==> src/rtl/dec_pkg.sv <==
package dec_pkg;

    localparam int CNT_W     = 32;
    localparam int EV_W      = 12;
    localparam int GRP_SEL_W = 4;
    localparam int GRP_W     = 8;

    typedef enum logic [1:0] {
        PRIV_USR  = 2'd0,
        PRIV_SUP  = 2'd1,
        PRIV_HV   = 2'd2,
        PRIV_NONE = 2'd3
    } priv_e;

    // Control register layout, MSB first
    typedef struct packed {
        logic            ovf_hi;   // 31
        logic [EV_W-1:0] ev_hi;    // 30:19
        logic            ovf_lo;   // 18
        logic [EV_W-1:0] ev_lo;    // 17:6
        logic            trap_hi;  // 5
        logic            trap_lo;  // 4
        logic            en_hv;    // 3
        logic            en_usr;   // 2
        logic            en_sup;   // 1
        logic            rsvd;     // 0
    } ctrl_t;

    typedef struct packed {
        logic [CNT_W-1:0] cnt;
        logic             ovf;
    } lane_t;

endpackage

==> src/rtl/dec_evt_match.sv <==
module dec_evt_match
    import dec_pkg::*;
#(
    parameter int GROUP_COUNT = 12,
    parameter int STROBE_W    = GROUP_COUNT * GRP_W
) (
    input  logic [STROBE_W-1:0] strobe_i,
    input  logic [EV_W-1:0]     code_i,
    input  logic                gate_i,
    output logic                hit_o
);

    logic [GRP_SEL_W-1:0] grp;
    logic [GRP_W-1:0]     mask;
    logic [GRP_W-1:0]     sel;

    always_comb begin
        grp  = code_i[EV_W-1 -: GRP_SEL_W];
        mask = code_i[GRP_W-1:0];
        sel  = '0;
        for (int g = 0; g < GROUP_COUNT; g++) begin
            if (grp == g[GRP_SEL_W-1:0]) begin
                sel = strobe_i[g*GRP_W +: GRP_W];
            end
        end
        hit_o = gate_i & (|(sel & mask));
    end

endmodule

==> src/rtl/dec_cnt_lane.sv <==
module dec_cnt_lane
    import dec_pkg::*;
(
    input  logic             clk,
    input  logic             rst_n,
    input  logic             inc_i,
    input  logic             wr_i,
    input  logic [CNT_W-1:0] wdata_i,
    input  logic             clr_i,
    output logic [CNT_W-1:0] cnt_o,
    output logic             ovf_o,
    output logic             wrap_o
);

    localparam logic [CNT_W-1:0] ONE = 1;

    lane_t st_q, st_d;

    always_comb begin
        st_d   = st_q;
        wrap_o = 1'b0;
        if (wr_i) begin
            st_d.cnt = wdata_i;
        end else if (inc_i) begin
            st_d.cnt = st_q.cnt + ONE;
            wrap_o   = &st_q.cnt;
        end
        st_d.ovf = (st_q.ovf & ~clr_i) | wrap_o;
    end

    always_ff @(posedge clk or negedge rst_n) begin
        if (!rst_n) begin
            st_q <= '0;
        end else begin
            st_q <= st_d;
        end
    end

    assign cnt_o = st_q.cnt;
    assign ovf_o = st_q.ovf;

    p_wrap_flag_r3: assert property (@(posedge clk) disable iff (!rst_n)
        (inc_i && !wr_i && (&st_q.cnt)) |=> (st_q.ovf && st_q.cnt == '0));

    p_flag_sticky_r3: assert property (@(posedge clk) disable iff (!rst_n)
        (st_q.ovf && !clr_i) |=> st_q.ovf);

    p_write_wins_r10: assert property (@(posedge clk) disable iff (!rst_n)
        wr_i |=> (st_q.cnt == $past(wdata_i)));

    p_step_one_r5: assert property (@(posedge clk) disable iff (!rst_n)
        (inc_i && !wr_i) |=> (st_q.cnt == $past(st_q.cnt) + ONE));

    p_hold_r5: assert property (@(posedge clk) disable iff (!rst_n)
        (!inc_i && !wr_i) |=> $stable(st_q.cnt));

endmodule

==> src/rtl/dual_event_counter.sv <==
module dual_event_counter
    import dec_pkg::*;
#(
    parameter int GROUP_COUNT = 12,
    localparam int STROBE_W   = GROUP_COUNT * GRP_W,
    localparam int REG_W      = 2 * CNT_W
) (
    input  logic                clk,
    input  logic                rst_n,
    input  logic                reg_wen,
    input  logic                reg_addr,
    input  logic [1:0]          reg_wmask,
    input  logic [REG_W-1:0]    reg_wdata,
    output logic [REG_W-1:0]    reg_rdata,
    input  logic [1:0]          cur_priv,
    input  logic [STROBE_W-1:0] evt_strobe,
    output logic                ovf_irq
);

    localparam int    LANES     = 2;
    localparam int    CTRL_W    = $bits(ctrl_t);
    localparam logic  ADDR_CTRL = 1'b0;
    localparam logic  ADDR_CNT  = 1'b1;

    ctrl_t ctrl_q, ctrl_d;
    ctrl_t ctrl_view;

    logic                 ctrl_wr;
    logic                 priv_ok;
    logic [LANES-1:0]     cnt_wr;
    logic [LANES-1:0]     hit;
    logic [LANES-1:0]     ovf;
    logic [LANES-1:0]     wrap;
    logic [CNT_W-1:0]     cnt [LANES];

    assign ctrl_wr = reg_wen && (reg_addr == ADDR_CTRL);

    always_comb begin
        case (priv_e'(cur_priv))
            PRIV_USR: priv_ok = ctrl_q.en_usr;
            PRIV_SUP: priv_ok = ctrl_q.en_sup;
            PRIV_HV:  priv_ok = ctrl_q.en_hv;
            default:  priv_ok = 1'b0;
        endcase
    end

    for (genvar i = 0; i < LANES; i++) begin : g_lane
        logic [EV_W-1:0] code;

        if (i == 0) begin : g_lo
            assign code = ctrl_q.ev_lo;
        end else begin : g_hi
            assign code = ctrl_q.ev_hi;
        end

        assign cnt_wr[i] = reg_wen && (reg_addr == ADDR_CNT) && reg_wmask[i];

        dec_evt_match #(
            .GROUP_COUNT(GROUP_COUNT),
            .STROBE_W   (STROBE_W)
        ) u_match (
            .strobe_i(evt_strobe),
            .code_i  (code),
            .gate_i  (priv_ok),
            .hit_o   (hit[i])
        );

        dec_cnt_lane u_lane (
            .clk    (clk),
            .rst_n  (rst_n),
            .inc_i  (hit[i]),
            .wr_i   (cnt_wr[i]),
            .wdata_i(reg_wdata[i*CNT_W +: CNT_W]),
            .clr_i  (ctrl_wr),
            .cnt_o  (cnt[i]),
            .ovf_o  (ovf[i]),
            .wrap_o (wrap[i])
        );
    end

    always_comb begin
        ctrl_d = ctrl_q;
        if (ctrl_wr) begin
            ctrl_d        = ctrl_t'(reg_wdata[CTRL_W-1:0]);
            ctrl_d.ovf_hi = 1'b0;
            ctrl_d.ovf_lo = 1'b0;
            ctrl_d.rsvd   = 1'b0;
        end
    end

    always_ff @(posedge clk or negedge rst_n) begin
        if (!rst_n) begin
            ctrl_q <= '0;
        end else begin
            ctrl_q <= ctrl_d;
        end
    end

    always_comb begin
        ctrl_view        = ctrl_q;
        ctrl_view.ovf_lo = ovf[0];
        ctrl_view.ovf_hi = ovf[1];
        if (reg_addr == ADDR_CNT) begin
            reg_rdata = {cnt[1], cnt[0]};
        end else begin
            reg_rdata = {{(REG_W-CTRL_W){1'b0}}, ctrl_view};
        end
    end

    assign ovf_irq = (ovf[0] & ctrl_q.trap_lo) | (ovf[1] & ctrl_q.trap_hi);

    p_ack_clears_irq_r9: assert property (@(posedge clk) disable iff (!rst_n)
        (ctrl_wr && wrap == '0) |=> !ovf_irq);

    p_wrap_raises_irq_r8: assert property (@(posedge clk) disable iff (!rst_n)
        ((wrap[0] && ctrl_d.trap_lo) || (wrap[1] && ctrl_d.trap_hi)) |=> ovf_irq);

    p_irq_level_r8: assert property (@(posedge clk) disable iff (!rst_n)
        (ovf_irq && !ctrl_wr) |=> ovf_irq);

    p_gate_off_r6: assert property (@(posedge clk) disable iff (!rst_n)
        (!(ctrl_q.en_usr || ctrl_q.en_sup || ctrl_q.en_hv) && cnt_wr == '0)
        |=> ($stable(cnt[0]) && $stable(cnt[1])));

    p_priv_none_r6: assert property (@(posedge clk) disable iff (!rst_n)
        (cur_priv == PRIV_NONE && cnt_wr == '0)
        |=> ($stable(cnt[0]) && $stable(cnt[1])));

endmodule

==> config.mk <==
export PLATFORM = sky130hd
export DESIGN_NAME = dual_event_counter
export DESIGN_NICKNAME = d
export VERILOG_FILES = /design/src/rtl/dec_pkg.sv /design/src/rtl/dec_evt_match.sv /design/src/rtl/dec_cnt_lane.sv /design/src/rtl/dual_event_counter.sv
export SDC_FILE = /design/constraint.sdc
export NUM_CORES = 1
export LEC_CHECK = 0
export BUFFER_PORTS_ARGS = -buffer_cell sky130_fd_sc_hd__buf_4
export CAP_MARGIN = 30
export CORE_MARGIN = 2
export CORE_UTILIZATION = 53
export DETAILED_ROUTE_END_ITERATION = 12
export GPL_TIMING_DRIVEN = 0
export PLACE_DENSITY = 0.82
export SYNTH_ARGS = -nofsm -noshare
export SYNTH_HDL_FRONTEND = slang
export SYNTH_HIERARCHICAL = 1
export SYNTH_SLANG_ARGS = --single-unit
==> constraint.sdc <==
create_clock -name clk -period 3.95 [get_ports clk]
set_clock_uncertainty 0.15 [all_clocks]
set_input_delay 0.5925 -clock clk [delete_from_list [all_inputs] [get_ports clk]]
set_output_delay 0.5925 -clock clk [all_outputs]
set_load 0.02 [all_outputs]
# After elaboration in Yosys (flattened, before gate mapping)
# Index checks and enable logic that the tools add are counted.
# W data, S select, Z words.
# totals
register_bits	95
input_bits	168
output_inout_bits	65
elab_cells	97
# classes
n_addsub	2
eq_ne	24
n_mux	34
n_bitwise	13
reduce_logical	13
# ops
cell	count
$mux W8	24
$mux W32	4
$add A32 B1 Y32 const B	2
$mux W64	1
$reduce_and A32 Y1	2
$eq A4 B3 Y1 const B	8
$eq A4 B4 Y1 const B	8
$and A8 B8 Y8	2
$eq A4 B2 Y1 const B	4
$reduce_or A8 Y1	2
$eq A4 B1 Y1 const B	2
$logic_not A4 Y1	2
$and A1 B1 Y1	6
$logic_and A1 B1 Y1	4
$mux W1	4
$reduce_bool A2 Y1	2
$or A1 B1 Y1	3
$pmux W1 S3	1
$eq A2 B1 Y1 const B	1
$eq A2 B2 Y1 const B	1
$logic_not A2 Y1	1
$not A1 Y1	2

# Depth between registers and ports, before layout
# depth
ltp_word	19
mapped_depth	15
depth_no_buf	10

# Modules after synthesis
# Netlist, hierarchy kept.
# modules_own_cells
mod	n_inst	cells_per_inst	area_each_um2	seq_area_each_um2
dec_evt_match	2	126	988.4	0.0
dec_cnt_lane at g_lane[1].u_lane	1	228	1956.9	825.8
dec_cnt_lane at g_lane[0].u_lane	1	221	1945.6	825.8
dual_event_counter	1	139	1714.1	725.7

# Worst setup path before layout
# Ideal clock, no wire load.
# synth_path
kind	in2reg
start	input port evt_strobe[41]
end	register g_lane[1].u_lane.st_q, in the netlist g_lane[1].u_lane/cnt_o[31]
setup_time_ns	0.141
t_arrival_ns	3.026
slack_ns	0.633
cell_stages	12
path_cell_list	mux4_1 -> mux2_2 -> and3_4 -> a211oi_2 -> o21ai_1 -> o41a_1 -> buf_2 -> and4_1 -> clkbuf_1 -> nand4_1 -> or4_1 -> a31oi_1
# synth_between
elab_chain_cells	11
# synth_lines
item	line	text
start, declared	dual_event_counter.sv:16	input logic [STROBE_W-1:0] evt_strobe,
$mux W8 (7 in a row)	dec_evt_match.sv:22	if (grp == g[GRP_SEL_W-1:0]) begin
$and A8 B8 Y8	dec_evt_match.sv:26	hit_o = gate_i & (|(sel & mask));
$reduce_or A8 Y1	dec_evt_match.sv:26	
$and A1 B1 Y1	dec_evt_match.sv:26	
named net hit[1]	dual_event_counter.sv:31	logic [LANES-1:0] hit;
$reduce_bool A2 Y1 (no source line)	n/a	
end signal, assigned	dec_cnt_lane.sv:35	st_q <= st_d;
end, declared	dec_cnt_lane.sv:17	lane_t st_q, st_d;
# The timed path passes the listed nets, and every way through them passes these cells.
# A chain may end at the register's enable or synchronous reset.

# Worst setup path after layout
# layout_path
start	register ctrl_q, in the netlist g_lane[1].code[10]
end	register g_lane[1].u_lane.st_q, in the netlist g_lane[1].u_lane/cnt_o[18]
# layout_between
elab_chain_cells	17
elab_cells_between_ends	28
# layout_lines
item	line	text
start, declared	dual_event_counter.sv:25	ctrl_t ctrl_q, ctrl_d;
start signal, assigned	dual_event_counter.sv:95	ctrl_q <= ctrl_d;
$logic_not A4 Y1	dec_evt_match.sv:22	
$mux W8 (11 in a row)	dec_evt_match.sv:22	
$mux W8 *	dec_evt_match.sv:22	
$and A8 B8 Y8 *	dec_evt_match.sv:26	
$reduce_or A8 Y1 *	dec_evt_match.sv:26	
$and A1 B1 Y1 *	dec_evt_match.sv:26	
named net hit[1]	dual_event_counter.sv:31	
$reduce_bool A2 Y1 (no source line) *	n/a	
# The timed path passes the listed nets; every way through them passes the cells marked *.

==> run_summary.xml <==
<?xml version="1.0" encoding="UTF-8"?>
<metrics>
  <group name="run">
    <metric name="maxCapViolCount" unit="">0</metric>
  </group>
  <group name="logic_synthesis">
    <metric name="synth.yosys.seq_area_share" unit="%">31.3</metric>
    <metric name="yosys_register_bits" unit="">95</metric>
    <metric name="post-synth-top-area-cell" unit="">sky130_fd_sc_hd__dfrtp_1</metric>
    <metric name="synth-edff-count" unit="">0</metric>
    <metric name="largest_cells_by_area_after_synthesis" unit="">sky130_fd_sc_hd__dfrtp_1, sky130_fd_sc_hd__mux2_2, sky130_fd_sc_hd__mux4_2</metric>
    <metric name="post_synth_num_cell_types" unit="">63</metric>
    <metric name="ys_async_sr_fraction" unit="%">100</metric>
    <metric name="ys_warn_count" unit="">6</metric>
    <metric name="post_synth_instance_area" unit="um^2">7590</metric>
    <metric name="synth_cells" unit="">840</metric>
    <metric name="yosys.area.top_type_share" unit="%">31.3</metric>
    <metric name="net_count_of_the_mapped_netlist" unit="">1010</metric>
    <metric name="avg_cell_area_syn" unit="um^2">9.04</metric>
    <metric name="synth-main-ff-cell" unit="">sky130_fd_sc_hd__dfrtp_1</metric>
  </group>
  <group name="cells_and_area">
    <metric name="layout_commonest_cell" unit="">sky130_fd_sc_hd__buf_4</metric>
    <metric name="finalNetCount" unit="">1256</metric>
    <metric name="final.fill_count" unit="">1132</metric>
    <metric name="num_antenna_cells" unit="">0</metric>
    <metric name="layout.core_utilization" unit="%">71.7</metric>
    <metric name="final_layout_size_suffix_gt1_share" unit="%">33.5</metric>
    <metric name="area_growth" unit="%">31.6</metric>
    <metric name="most-common-layout-cells" unit="">sky130_fd_sc_hd__buf_4, sky130_fd_sc_hd__dfrtp_1, sky130_fd_sc_hd__nand2_1</metric>
  </group>
  <group name="worst_setup_path">
    <metric name="crit_arrival" unit="ps">4010</metric>
    <metric name="critPathKind" unit="">register to register</metric>
    <metric name="timing.critical_path.cells" unit="">clkbuf_2, nor2b_2, nand2_1, o22ai_1, a211oi_1, o21ai_1, o41a_1, buf_2, nand4_1, or4_1, or4_1, nand3_1</metric>
    <metric name="endpoint_kind" unit="">register</metric>
    <metric name="critical-path-top-cell-by-count" unit="">sky130_fd_sc_hd__or4_1</metric>
    <metric name="critical_path.max_fanout" unit="">10</metric>
    <metric name="cp-start-kind" unit="">register</metric>
    <metric name="slowest_cell_on_crit_path" unit="">sky130_fd_sc_hd__or4_1</metric>
    <metric name="critical_path_required" unit="ps">4080</metric>
    <metric name="cpPeakStageDelay" unit="ps">620</metric>
  </group>
  <group name="status">
    <metric name="failed_checks" unit="">hold timing</metric>
    <metric name="run_status" unit="">finished, violations left</metric>
  </group>
  <group name="cts">
    <metric name="clk_slew_on_worst_s_h_paths" unit="ps">70</metric>
    <metric name="tritoncts.num_buffers" unit="">9</metric>
    <metric name="cts_tree" unit="">yes</metric>
    <metric name="clock_tree.htree_level_count" unit="">3</metric>
    <metric name="cts.path.max_buffers" unit="">2</metric>
    <metric name="tritoncts_num_sinks" unit="">95</metric>
    <metric name="clkLatencyLatePin" unit="ps">340</metric>
    <metric name="ctsRootBufferMaster" unit="">sky130_fd_sc_hd__clkbuf_16</metric>
  </group>
  <group name="routing">
    <metric name="vias_per_cell" unit="">6.39</metric>
    <metric name="route.detailed.drc" unit="">0</metric>
    <metric name="drtPass1Iterations" unit="">5</metric>
    <metric name="average_wire_length_per_cell_after_detail_routing" unit="um">21.8</metric>
    <metric name="via_count" unit="">8121</metric>
    <metric name="detail_route.wirelength" unit="um">27700</metric>
    <metric name="drt-initial-drc-count" unit="">764</metric>
    <metric name="route.antenna.remaining_nets" unit="">0</metric>
  </group>
  <group name="placement">
    <metric name="place.gp.congestion" unit="">1.06</metric>
    <metric name="buffer_ports.inserted" unit="">232</metric>
    <metric name="dp_hpwl" unit="um">21100</metric>
  </group>
  <group name="grt">
    <metric name="aggregate_global_routing_overflow" unit="">0</metric>
    <metric name="antenna_found_initial" unit="">0</metric>
    <metric name="global_route_wire_length_before_repair" unit="um">41800</metric>
    <metric name="first_global_vias" unit="">7812</metric>
    <metric name="grt_start_max_net_pins" unit="">73</metric>
    <metric name="globalRouteTotalUtil" unit="%">35.9</metric>
  </group>
  <group name="sta">
    <metric name="final.min_clock_period" unit="ps">3880</metric>
    <metric name="timing.final.hold_violations" unit="">2</metric>
    <metric name="achievable-frequency" unit="MHz">258</metric>
    <metric name="worstMarginPinSlew" unit="ps">582</metric>
    <metric name="finalSetupTns" unit="ps">0</metric>
    <metric name="hold-worst-slack" unit="ps">-4.30</metric>
    <metric name="post_route_fraction_of_the_period_consumed_by_the_critical_path" unit="%">98.2</metric>
    <metric name="timing.max_slew.rel_slack" unit="%">61.2</metric>
    <metric name="report.final.slew_viol_count" unit="">0</metric>
    <metric name="report.final.setup_viol" unit="">0</metric>
  </group>
  <group name="floorplan">
    <metric name="chipWidth" unit="um">124</metric>
    <metric name="initial_core_util" unit="%">54.5</metric>
    <metric name="row_count" unit="">43</metric>
    <metric name="ioPinCount" unit="">233</metric>
    <metric name="core_area" unit="um^2">13900</metric>
    <metric name="die_height" unit="um">124</metric>
    <metric name="dieArea" unit="um^2">15300</metric>
  </group>
  <group name="pwr">
    <metric name="power_density" unit="nW/um^2">405</metric>
    <metric name="peakVddDrop" unit="uV">298</metric>
    <metric name="leakagePower" unit="nW">4.24</metric>
  </group>
  <group name="hold_path">
    <metric name="timing.hold.worst.class" unit="">input pin to async pin</metric>
  </group>
</metrics>
[logic make-up (layout without fill, tap and decap cells)]
family	after synthesis	in the layout	synth area share, %
simple gates	339	339	24.2
compound gates	176	176	15.7
mux	122	122	20.6
flops	95	95	31.3
buf+inv	82	333	5.09
xor+xnor	24	24	2.77
fa+ha+maj	2	2	0.329
[path summary, 6_finish.rpt]
| check | endpoint | from | cells after the start | slack [ps] |
|---|---|---|---|---|
| setup reg to reg | g_lane[1].u_lane/cnt_o[18]$_DFFE_PN0P_ | g_lane[1].code[10]$_DFFE_PN0P_ | 12 | 70 |
| max in group asynchronous | g_lane[0].code[8]$_DFFE_PN0P_ | rst_n | 2 | 2950 |
| hold / removal | g_lane[1].u_lane/cnt_o[22]$_DFFE_PN0P_ | rst_n | 1 | -4 |
| hold reg to reg | g_lane[1].u_lane/ovf_o$_DFF_PN0_ | g_lane[1].u_lane/ovf_o$_DFF_PN0_ | 1 | 350 |
| setup / recovery | g_lane[1].u_lane/cnt_o[18]$_DFFE_PN0P_ | g_lane[1].code[10]$_DFFE_PN0P_ | 12 | 70 |
| min in group clk | g_lane[1].u_lane/cnt_o[16]$_DFFE_PN0P_ | reg_wdata[48] | 3 | 310 |
[Yosys cell counts, types with 30 or more instances]
| cell | instances |
|---|---|
| sky130_fd_sc_hd__o21ai_0 | 35 |
| sky130_fd_sc_hd__nand2_1 | 87 |
| sky130_fd_sc_hd__mux2_1 | 30 |
| sky130_fd_sc_hd__mux2i_1 | 33 |
| sky130_fd_sc_hd__dfrtp_1 | 95 |
| sky130_fd_sc_hd__nand3_1 | 37 |
| sky130_fd_sc_hd__or4_1 | 34 |
| sky130_fd_sc_hd__a31oi_1 | 31 |
| sky130_fd_sc_hd__clkbuf_1 | 32 |
| sky130_fd_sc_hd__and2_1 | 40 |
| sky130_fd_sc_hd__mux2_2 | 39 |
| sky130_fd_sc_hd__nor2_1 | 49 |
[where the power goes]
| part | switching (mW) | internal [mW] | total, mW | leakage, nW |
|---|---|---|---|---|
| logic | 0.873 | 0.770 | 1.64 | 2.96 |
| registers | 0.275 | 1.16 | 1.43 | 1.12 |
| clock network | 0.375 | 0.592 | 0.967 | 0.159 |
| total | 1.52 | 2.52 | 4.04 | 4.24 |
[worst max-delay path: cells and delay by family, from the launching register on]
family                 cells  cell delay [ps]
AND/OR/NAND/NOR            6             1760
flip-flops                 1              500
buffers and inverters      2              520
AO/OA/AOI/OAI              4              870
[registers in the layout, summed over array words and instances (netlist names)]
name and cells:
g_lane.code 24, ctrl_q 5, g_lane.u_lane/cnt_o 64, g_lane.u_lane/ovf_o 2
[through the flow]
stage	instance area, um^2	worst slack [ps]	hold WS [ps]	power (mW)	cells
global placement	9560	-310	339	2.99	1252
CTS	9950	45.0	5.38	4.00	1270
finish	9990	69.4	-4.30	4.04	1271
global route	9990	-18.7	16.8	4.23	1271
detailed placement	9590	-399	346	3.03	1253
floorplan	7590	633	147	2.35	840
[layout make-up]
| type | instances | area [um^2] | share of cell area, % |
|---|---|---|---|
| Clock inverter | 4 | 76.3 | 0.764 |
| Inverter | 18 | 67.6 | 0.676 |
| Multi-Input combinational cell | 663 | 4850 | 48.5 |
| Clock buffer | 12 | 256 | 2.57 |
| Timing Repair Buffer | 238 | 1810 | 18.1 |
| Buffer | 61 | 334 | 3.34 |
| Tap cell | 180 | 225 | 2.25 |
| Sequential cell | 95 | 2380 | 23.8 |
[per-layer routing]
layer	GRT usage (%)	share of wire, %
met5	0	0
met4	18.3	4.5
met3	8.97	11
met2	59.6	48
met1	43.1	37
[repair_timing]
item,4_1_cts,5_1_grt
hold buffers,0,0
resized for setup,8,19
pin swaps,2,2
setup endpoints to repair,32,25
setup buffers,3,2
Power figures use the tool's default switching activity.
